**src/rtl/flash_cmd_pkg.sv**
```systemverilog
package flash_cmd_pkg;

  localparam logic [7:0] OP_READ_ARRAY  = 8'hFF;
  localparam logic [7:0] OP_READ_STATUS = 8'h70;
  localparam logic [7:0] OP_CLEAR_ERR   = 8'h50;
  localparam logic [7:0] OP_PROGRAM     = 8'h40;
  localparam logic [7:0] OP_BLOCK_ERASE = 8'h20;
  localparam logic [7:0] OP_ERASE_ALL   = 8'hA7;
  localparam logic [7:0] OP_LOCK_SET    = 8'h77;
  localparam logic [7:0] OP_LOCK_QUERY  = 8'h71;
  localparam logic [7:0] OP_CONFIRM     = 8'hD0;

  typedef enum logic [1:0] {SEQ_IDLE, SEQ_PROG_DATA, SEQ_CONFIRM} seqState_t;
  typedef enum logic [1:0] {ENG_IDLE, ENG_PROG, ENG_ERASE} engMode_t;

  // Strobes from the sequencer to the array datapath, valid for one cycle
  typedef struct packed {
    logic progGo;
    logic blkEraseGo;
    logic allEraseGo;
    logic lockSet;
    logic lockQuery;
    logic progErrSet;
    logic eraseErrSet;
    logic errClr;
  } seqStrobe_t;

endpackage

```
**src/rtl/flash_cmd_seq.sv**
```systemverilog
module flash_cmd_seq
  import flash_cmd_pkg::*;
#(
  parameter int ADDR_W = 7,
  parameter int WSEL_W = 2
) (
  input  logic              clk,
  input  logic              rstN,
  input  logic              wrEn,
  input  logic [ADDR_W-1:0] addr,
  input  logic [7:0]        code,
  input  logic              busy,
  output seqStrobe_t        strobe,
  output logic              statusMode,
  output logic              seqIdle
);

  seqState_t         state;
  logic [7:0]        pendCode;
  logic [ADDR_W-1:0] pendAddr;

  logic accept, atBlockTop, confirmOk, pendIsErase;

  assign accept      = wrEn && !busy && !addr[0];
  assign atBlockTop  = &addr[WSEL_W:1];
  assign confirmOk   = (code == OP_CONFIRM) && ((pendCode == OP_ERASE_ALL) || atBlockTop);
  assign pendIsErase = (pendCode == OP_BLOCK_ERASE) || (pendCode == OP_ERASE_ALL);
  assign seqIdle     = (state == SEQ_IDLE);

  always_comb begin
    strobe = '0;
    if (accept) begin
      case (state)
        SEQ_IDLE: strobe.errClr = (code == OP_CLEAR_ERR);
        SEQ_PROG_DATA: begin
          if (addr == pendAddr) strobe.progGo = 1'b1;
          else                  strobe.progErrSet = 1'b1;
        end
        SEQ_CONFIRM: begin
          if (confirmOk) begin
            strobe.blkEraseGo = (pendCode == OP_BLOCK_ERASE);
            strobe.allEraseGo = (pendCode == OP_ERASE_ALL);
            strobe.lockSet    = (pendCode == OP_LOCK_SET);
            strobe.lockQuery  = (pendCode == OP_LOCK_QUERY);
          end else if (pendIsErase) begin
            strobe.eraseErrSet = 1'b1;
          end else begin
            strobe.progErrSet = 1'b1;
          end
        end
        default: strobe = '0;
      endcase
    end
  end

  always_ff @(posedge clk) begin
    if (!rstN) begin
      state      <= SEQ_IDLE;
      statusMode <= 1'b0;
      pendCode   <= '0;
      pendAddr   <= '0;
    end else if (accept) begin
      if (state == SEQ_IDLE) begin
        case (code)
          OP_READ_ARRAY:  statusMode <= 1'b0;
          OP_READ_STATUS: statusMode <= 1'b1;
          OP_PROGRAM: begin
            state    <= SEQ_PROG_DATA;
            pendAddr <= addr;
          end
          OP_BLOCK_ERASE, OP_ERASE_ALL, OP_LOCK_SET, OP_LOCK_QUERY: begin
            state    <= SEQ_CONFIRM;
            pendCode <= code;
          end
          default: ;
        endcase
      end else begin
        state      <= SEQ_IDLE;
        statusMode <= 1'b1;
      end
    end
  end

endmodule

```
**src/rtl/flash_cmd_array.sv**
```systemverilog
module flash_cmd_array
  import flash_cmd_pkg::*;
#(
  parameter int BLK_BITS = 4,
  parameter int WSEL_W   = 2,
  parameter int ALL_LAST = 12,
  parameter int PROG_CYC = 3
) (
  input  logic                       clk,
  input  logic                       rstN,
  input  seqStrobe_t                 strobe,
  input  logic [BLK_BITS+WSEL_W-1:0] wordAddr,
  input  logic [15:0]                wrData,
  input  logic                       rdEn,
  input  logic                       statusMode,
  input  logic                       lockProtDis,
  output logic [15:0]                rdData,
  output logic                       rdValid,
  output logic                       busy,
  output logic                       progErr,
  output logic                       eraseErr
);

  localparam int WORD_W  = BLK_BITS + WSEL_W;
  localparam int NWORDS  = 1 << WORD_W;
  localparam int NBLK    = 1 << BLK_BITS;
  localparam int ALL_END = (ALL_LAST + 1) * (1 << WSEL_W) - 1;
  localparam int CNT_W   = $clog2(PROG_CYC + 1);

  logic [15:0]        mem [NWORDS];
  logic [NBLK-1:0]    lockBits;
  logic               lockStat;
  engMode_t           engMode;
  logic [CNT_W-1:0]   engCnt;
  logic [WORD_W-1:0]  engAddr, engEnd, progAddr;
  logic [15:0]        progData;
  logic               engChk;

  logic [BLK_BITS-1:0] tgtBlk, walkBlk;
  logic                tgtLocked, walkWrite;
  logic [7:0]          statusByte;

  assign tgtBlk     = wordAddr[WORD_W-1:WSEL_W];
  assign tgtLocked  = lockBits[tgtBlk] && !lockProtDis;
  assign walkBlk    = engAddr[WORD_W-1:WSEL_W];
  assign walkWrite  = !engChk || !lockBits[walkBlk] || lockProtDis;
  assign busy       = (engMode != ENG_IDLE);
  assign statusByte = {!busy, lockStat, eraseErr, progErr, 4'b0000};

  // Lock bits and status flags
  always_ff @(posedge clk) begin
    if (!rstN) begin
      lockBits <= '0;
      lockStat <= 1'b0;
      progErr  <= 1'b0;
      eraseErr <= 1'b0;
    end else begin
      if (strobe.errClr) begin
        progErr  <= 1'b0;
        eraseErr <= 1'b0;
      end
      if (strobe.progErrSet || (strobe.progGo && tgtLocked))      progErr  <= 1'b1;
      if (strobe.eraseErrSet || (strobe.blkEraseGo && tgtLocked)) eraseErr <= 1'b1;
      if (strobe.lockSet)   lockBits[tgtBlk] <= 1'b1;
      if (strobe.lockQuery) lockStat <= lockBits[tgtBlk];
    end
  end

  // Program / erase engine and array storage
  always_ff @(posedge clk) begin
    if (!rstN) begin
      for (int i = 0; i < NWORDS; i++) mem[i] <= 16'hFFFF;
      engMode  <= ENG_IDLE;
      engCnt   <= '0;
      engAddr  <= '0;
      engEnd   <= '0;
      engChk   <= 1'b0;
      progAddr <= '0;
      progData <= '0;
    end else begin
      case (engMode)
        ENG_IDLE: begin
          if (strobe.progGo && !tgtLocked) begin
            engMode  <= ENG_PROG;
            engCnt   <= CNT_W'(PROG_CYC - 1);
            progAddr <= wordAddr;
            progData <= wrData;
          end else if (strobe.blkEraseGo && !tgtLocked) begin
            engMode <= ENG_ERASE;
            engAddr <= {tgtBlk, {WSEL_W{1'b0}}};
            engEnd  <= {tgtBlk, {WSEL_W{1'b1}}};
            engChk  <= 1'b0;
          end else if (strobe.allEraseGo) begin
            engMode <= ENG_ERASE;
            engAddr <= '0;
            engEnd  <= WORD_W'(ALL_END);
            engChk  <= 1'b1;
          end
        end
        ENG_PROG: begin
          if (engCnt == '0) begin
            mem[progAddr] <= progData;
            engMode       <= ENG_IDLE;
          end else begin
            engCnt <= engCnt - 1'b1;
          end
        end
        ENG_ERASE: begin
          if (walkWrite) mem[engAddr] <= 16'hFFFF;
          if (engAddr == engEnd) engMode <= ENG_IDLE;
          else                   engAddr <= engAddr + 1'b1;
        end
        default: engMode <= ENG_IDLE;
      endcase
    end
  end

  // Read steering: status while busy or in status mode
  always_ff @(posedge clk) begin
    if (!rstN) begin
      rdValid <= 1'b0;
      rdData  <= '0;
    end else begin
      rdValid <= rdEn;
      if (rdEn) rdData <= (statusMode || busy) ? {8'h00, statusByte} : mem[wordAddr];
    end
  end

endmodule

```
**src/rtl/flash_cmd_ctrl.sv**
```systemverilog
module flash_cmd_ctrl
  import flash_cmd_pkg::*;
#(
  parameter int BLK_BITS = 4,
  parameter int WSEL_W   = 2,
  parameter int ALL_LAST = 12,
  parameter int PROG_CYC = 3
) (
  input  logic                       clk,
  input  logic                       rstN,
  input  logic                       busWrEn,
  input  logic                       busRdEn,
  input  logic [BLK_BITS+WSEL_W:0]   busAddr,
  input  logic [15:0]                busWrData,
  input  logic                       lockProtDis,
  output logic [15:0]                busRdData,
  output logic                       busRdValid,
  output logic                       ready,
  output logic                       progErrFlag,
  output logic                       eraseErrFlag
);

  seqStrobe_t seqStrobe;
  logic       statusMode, busy, seqIdle;

  flash_cmd_seq #(.ADDR_W(BLK_BITS + WSEL_W + 1), .WSEL_W(WSEL_W)) i_seq (
    .clk(clk), .rstN(rstN), .wrEn(busWrEn), .addr(busAddr),
    .code(busWrData[7:0]), .busy(busy),
    .strobe(seqStrobe), .statusMode(statusMode), .seqIdle(seqIdle)
  );

  flash_cmd_array #(.BLK_BITS(BLK_BITS), .WSEL_W(WSEL_W),
                    .ALL_LAST(ALL_LAST), .PROG_CYC(PROG_CYC)) i_array (
    .clk(clk), .rstN(rstN), .strobe(seqStrobe),
    .wordAddr(busAddr[BLK_BITS+WSEL_W:1]), .wrData(busWrData),
    .rdEn(busRdEn), .statusMode(statusMode), .lockProtDis(lockProtDis),
    .rdData(busRdData), .rdValid(busRdValid), .busy(busy),
    .progErr(progErrFlag), .eraseErr(eraseErrFlag)
  );

  assign ready = !busy;

endmodule

```
**config.mk**
```make
export PLATFORM = sky130hd
export DESIGN_NAME = flash_cmd_ctrl
export DESIGN_NICKNAME = d
export VERILOG_FILES = /design/src/rtl/flash_cmd_pkg.sv /design/src/rtl/flash_cmd_seq.sv /design/src/rtl/flash_cmd_array.sv /design/src/rtl/flash_cmd_ctrl.sv
export SDC_FILE = /design/constraint.sdc
export NUM_CORES = 2
export LEC_CHECK = 0
export BUFFER_PORTS_ARGS = -buffer_cell sky130_fd_sc_hd__buf_2
export CAP_MARGIN = 20
export CORE_MARGIN = 2
export CORE_UTILIZATION = 55
export CTS_BUF_LIST = sky130_fd_sc_hd__clkbuf_8
export CTS_CLUSTER_SIZE = 24
export DETAILED_ROUTE_END_ITERATION = 8
export GPL_ROUTABILITY_DRIVEN = 0
export PLACE_DENSITY = 0.71
export SYNTH_ARGS = -nofsm -noshare
export SYNTH_HDL_FRONTEND = slang
export SYNTH_SLANG_ARGS = --single-unit
```
**constraint.sdc**
```tcl
create_clock -name clk -period 4 [get_ports clk]
set_input_delay 0.2 -clock clk [delete_from_list [all_inputs] [get_ports clk]]
set_output_delay 0.2 -clock clk [all_outputs]
set_load 0.01 [all_outputs]
```
==> flow_summary.yaml <==
outcome:
  status: "finished, final reports clean"
clock_network:
  clock_latency_ns: 0.88
  cts.sinks: 1116
  ctsHtreeMaxLevel: 4
  cts_buffer_depth: 3
  clk_pin_slew_worst_paths_ns: 0.06
  cts_buffers: 172
  cts_root_buffer: "clkbuf_8"
  cts_tree: "yes"
critical_path:
  path_max_fanout: 16
  crit_path_end_kind: "flip-flop"
  worstSetupPathType: "reg2reg"
  critPathArrivalTime_ns: 4.41
  critPathRequiredTime_ns: 4.47
  cp-start-kind: "flip-flop"
  r2r_setup_slack_ns: 0.06
synthesis:
  synth_cell_types: 82
  synth_area_leaders: "edfxtp_1 63%, mux4_2 12%, nand2_1 9.1%"
  syn-instance-count: 3609
  async_flop_share: 0
  synth-xor-area-share: 0.00214
  synth_top_family_by_area: "multiplexers"
  synth_compound_area_frac: 0.0454
  yosysWarnings: 0
  yosysSeqAreaShare: 0.663
  synth_fa_ha_area_frac: 0.00127
  syn_nets: 3642
  synth-simple-area-share: 0.125
  synth_top_area_frac: 0.625
  yosysTopAreaCell: "edfxtp_1"
  synthMuxAreaShare: 0.137
  syn-mean-instance-area_sq_um: 13.6
  ys.flop_type: "edfxtp_1"
  syn_area_sq_um: 49200
  synth_edf_count: 1024
  synth-seq-cells: 1116
floorplanning:
  core_region_area_sq_um: 88500
  die_h_um: 303
  die_area_sq_um: 91800
  num_rows: 109
  initial_utilization: 0.556
  die_w_um: 303
  io_pins: 48
min_path:
  hold_path.class: "in2reg"
global_routing:
  grt_usage: 0.353
  grt_pass1_wl_mm: 225
  overflow: 0
  grt_max_degree: 129
  antenna_found_initial: 5
  grt_pass1_vias: 31900
sta:
  holdWs_ns: 0.0964
  setup_viol: 0
  tightest_slew_ns: 1.17
  hold_viol: 0
  clock_skew_ns: 0.0423
  finalCritPeriodShare: 0.984
  slew_headroom: 0.214
  setup_tns_ns: 0
  fin_crit_ns: 3.94
  clock.fmax_ghz: 0.254
  rsz0062_at_grt: "false"
  slew_violations: 0
layout:
  multi_input_area_sq_um: 15600
  area_growth_pct: 13.0
  fillers: 6462
  final_cell_mix: "1189 x nand2_1, 1024 x edfxtp_1, 270 x mux4_2"
  drive_gt1_frac: 0.222
  finalNetCount: 3829
  regArea_sq_um: 32600
  layout_commonest_cell: "nand2_1"
power_and_ir_drop:
  p_leak_uw: 0.0172
  peakVddDrop_mv: 0.272
  power-per-cell-area_nw_per_um2: 433
run:
  drv_cap: 0
detailed_routing:
  drc: 0
  drt_iter0_markers: 5943
  vias_per_cell: 6.56
  via_count: 33500
  drtAntennaViolNets: 0
  post_drt_wl_per_cell_um: 31.4
  drtPass1Iterations: 8
  wl_mm: 160
place:
  post-dp-hpwl_mm: 109
  port_buffers: 47
routing by layer:
layer  vias to the layer above  global-route usage  share of wire
met5                         -                   0        0.00015
met4                         4               0.247          0.081
li1                      13700                   -              -
met3                       518              0.0927           0.14
met1                     16400               0.451           0.33
met2                      2825               0.532           0.45
state kept, by name, indices dropped and copies added (netlist names):
name	flops
i_array.lockStat	1
i_array.rdValid	1
i_seq.statusMode	1
i_array.engAddr	6
i_seq.pendCode	8
i_array.engMode	2
i_array.lockBits	16
i_array.progErr	1
i_array.mem	1024
i_array.progData	16
i_seq.state	2
i_array.rdData	16
i_array.progAddr	6
i_array.engChk	1
i_array.engCnt	2
i_seq.pendAddr	7
i_array.engEnd	5
i_array.eraseErr	1
Yosys cell counts, types with 4 or more instances:
cell type,count
a211oi_1,7
a21boi_0,14
a21boi_1,4
a21oi_1,52
a221oi_1,8
a22o_1,4
a22oi_1,27
a311oi_1,4
a31oi_1,16
a32o_1,7
a32oi_1,13
and2_1,12
and3_1,5
and3b_1,4
buf_1,29
buf_2,145
clkbuf_1,105
dfxtp_1,92
edfxtp_1,1024
ha_1,5
inv_1,17
mux2_2,15
mux2i_1,37
mux4_2,270
nand2_1,1189
nand2b_1,7
nand3_1,46
nand4_1,6
nor2_1,167
nor2b_1,20
nor3_1,25
nor4_1,4
o211ai_1,5
o21a_1,13
o21ai_0,69
o21ai_1,25
o22ai_1,11
o32a_2,5
o32ai_1,11
or3_1,9
xnor2_1,9
where the power goes:
| part | internal, uW | leakage (uW) | switching, uW |
|---|---|---|---|
| registers | 13100 | 0.00991 | 121 |
| clock network | 4690 | 0.00192 | 4540 |
| logic | 594 | 0.00542 | 1030 |
final cells by class:
type,instances,area share
clock inverters,131,0.0137
diodes,3,0.000135
clock buffers,183,0.0453
flip-flops and latches,1116,0.586
inverters,17,0.00115
well taps,1165,0.0262
multi-input cells,2191,0.281
repair buffers,298,0.0458
path summary, 6_finish.rpt:
path                                                      start                               end  depth (start not counted)
worst max-delay path            i_array.engAddr[2]$_SDFFE_PN0P_  i_array.mem[9][14]$_SDFFCE_PN1P_                          7
worst min register to register   i_array.rdData[9]$_SDFFE_PN0P_    i_array.rdData[9]$_SDFFE_PN0P_                          2
worst min-delay path                                 busAddr[1]    i_seq.pendAddr[1]$_SDFFE_PN0P_                          4
worst max register to register  i_array.engAddr[2]$_SDFFE_PN0P_  i_array.mem[9][14]$_SDFFCE_PN1P_                          7
worst max-delay path, cell delays in order (launching register included):
cell and delay (ns):
dfxtp_1 0.52, mux4_1 0.61, mux2_2 0.32, a221oi_4 0.49
and2b_2 0.27, a21boi_1 0.20, buf_4 0.24, o21ai_2 0.86
kinds of logic after synthesis:
group | Yosys count
simple gates | 1522
flops | 1116
compound gates | 326
mux | 326
buf+inv | 302
xor+xnor | 12
fa+ha+maj | 5
through the flow:
step / cells / total power [uW] / worst slack (ns) / utilization / area [sq um]
after global placement: 4736 / 14900 / 0.163 / 0.584 / 51700
after global routing: 5102 / 24500 / 0.0419 / 0.628 / 55600
after detailed placement: 4738 / 14900 / 0.0774 / 0.584 / 51700
after floorplan: 3609 / 14300 / 0.254 / - / 49200
final: 5104 / 24000 / 0.0631 / 0.628 / 55600
after CTS: 5079 / 23900 / 0.0328 / 0.624 / 55300
repair_timing:
item                       4_1_cts  5_1_grt
setup endpoints to repair        0        4
hold buffers                    27        0
gates resized for setup          0        1
hold endpoints to repair        59        0
setup buffers                    0        0
No activity file was read; power rests on OpenSTA's default activity.
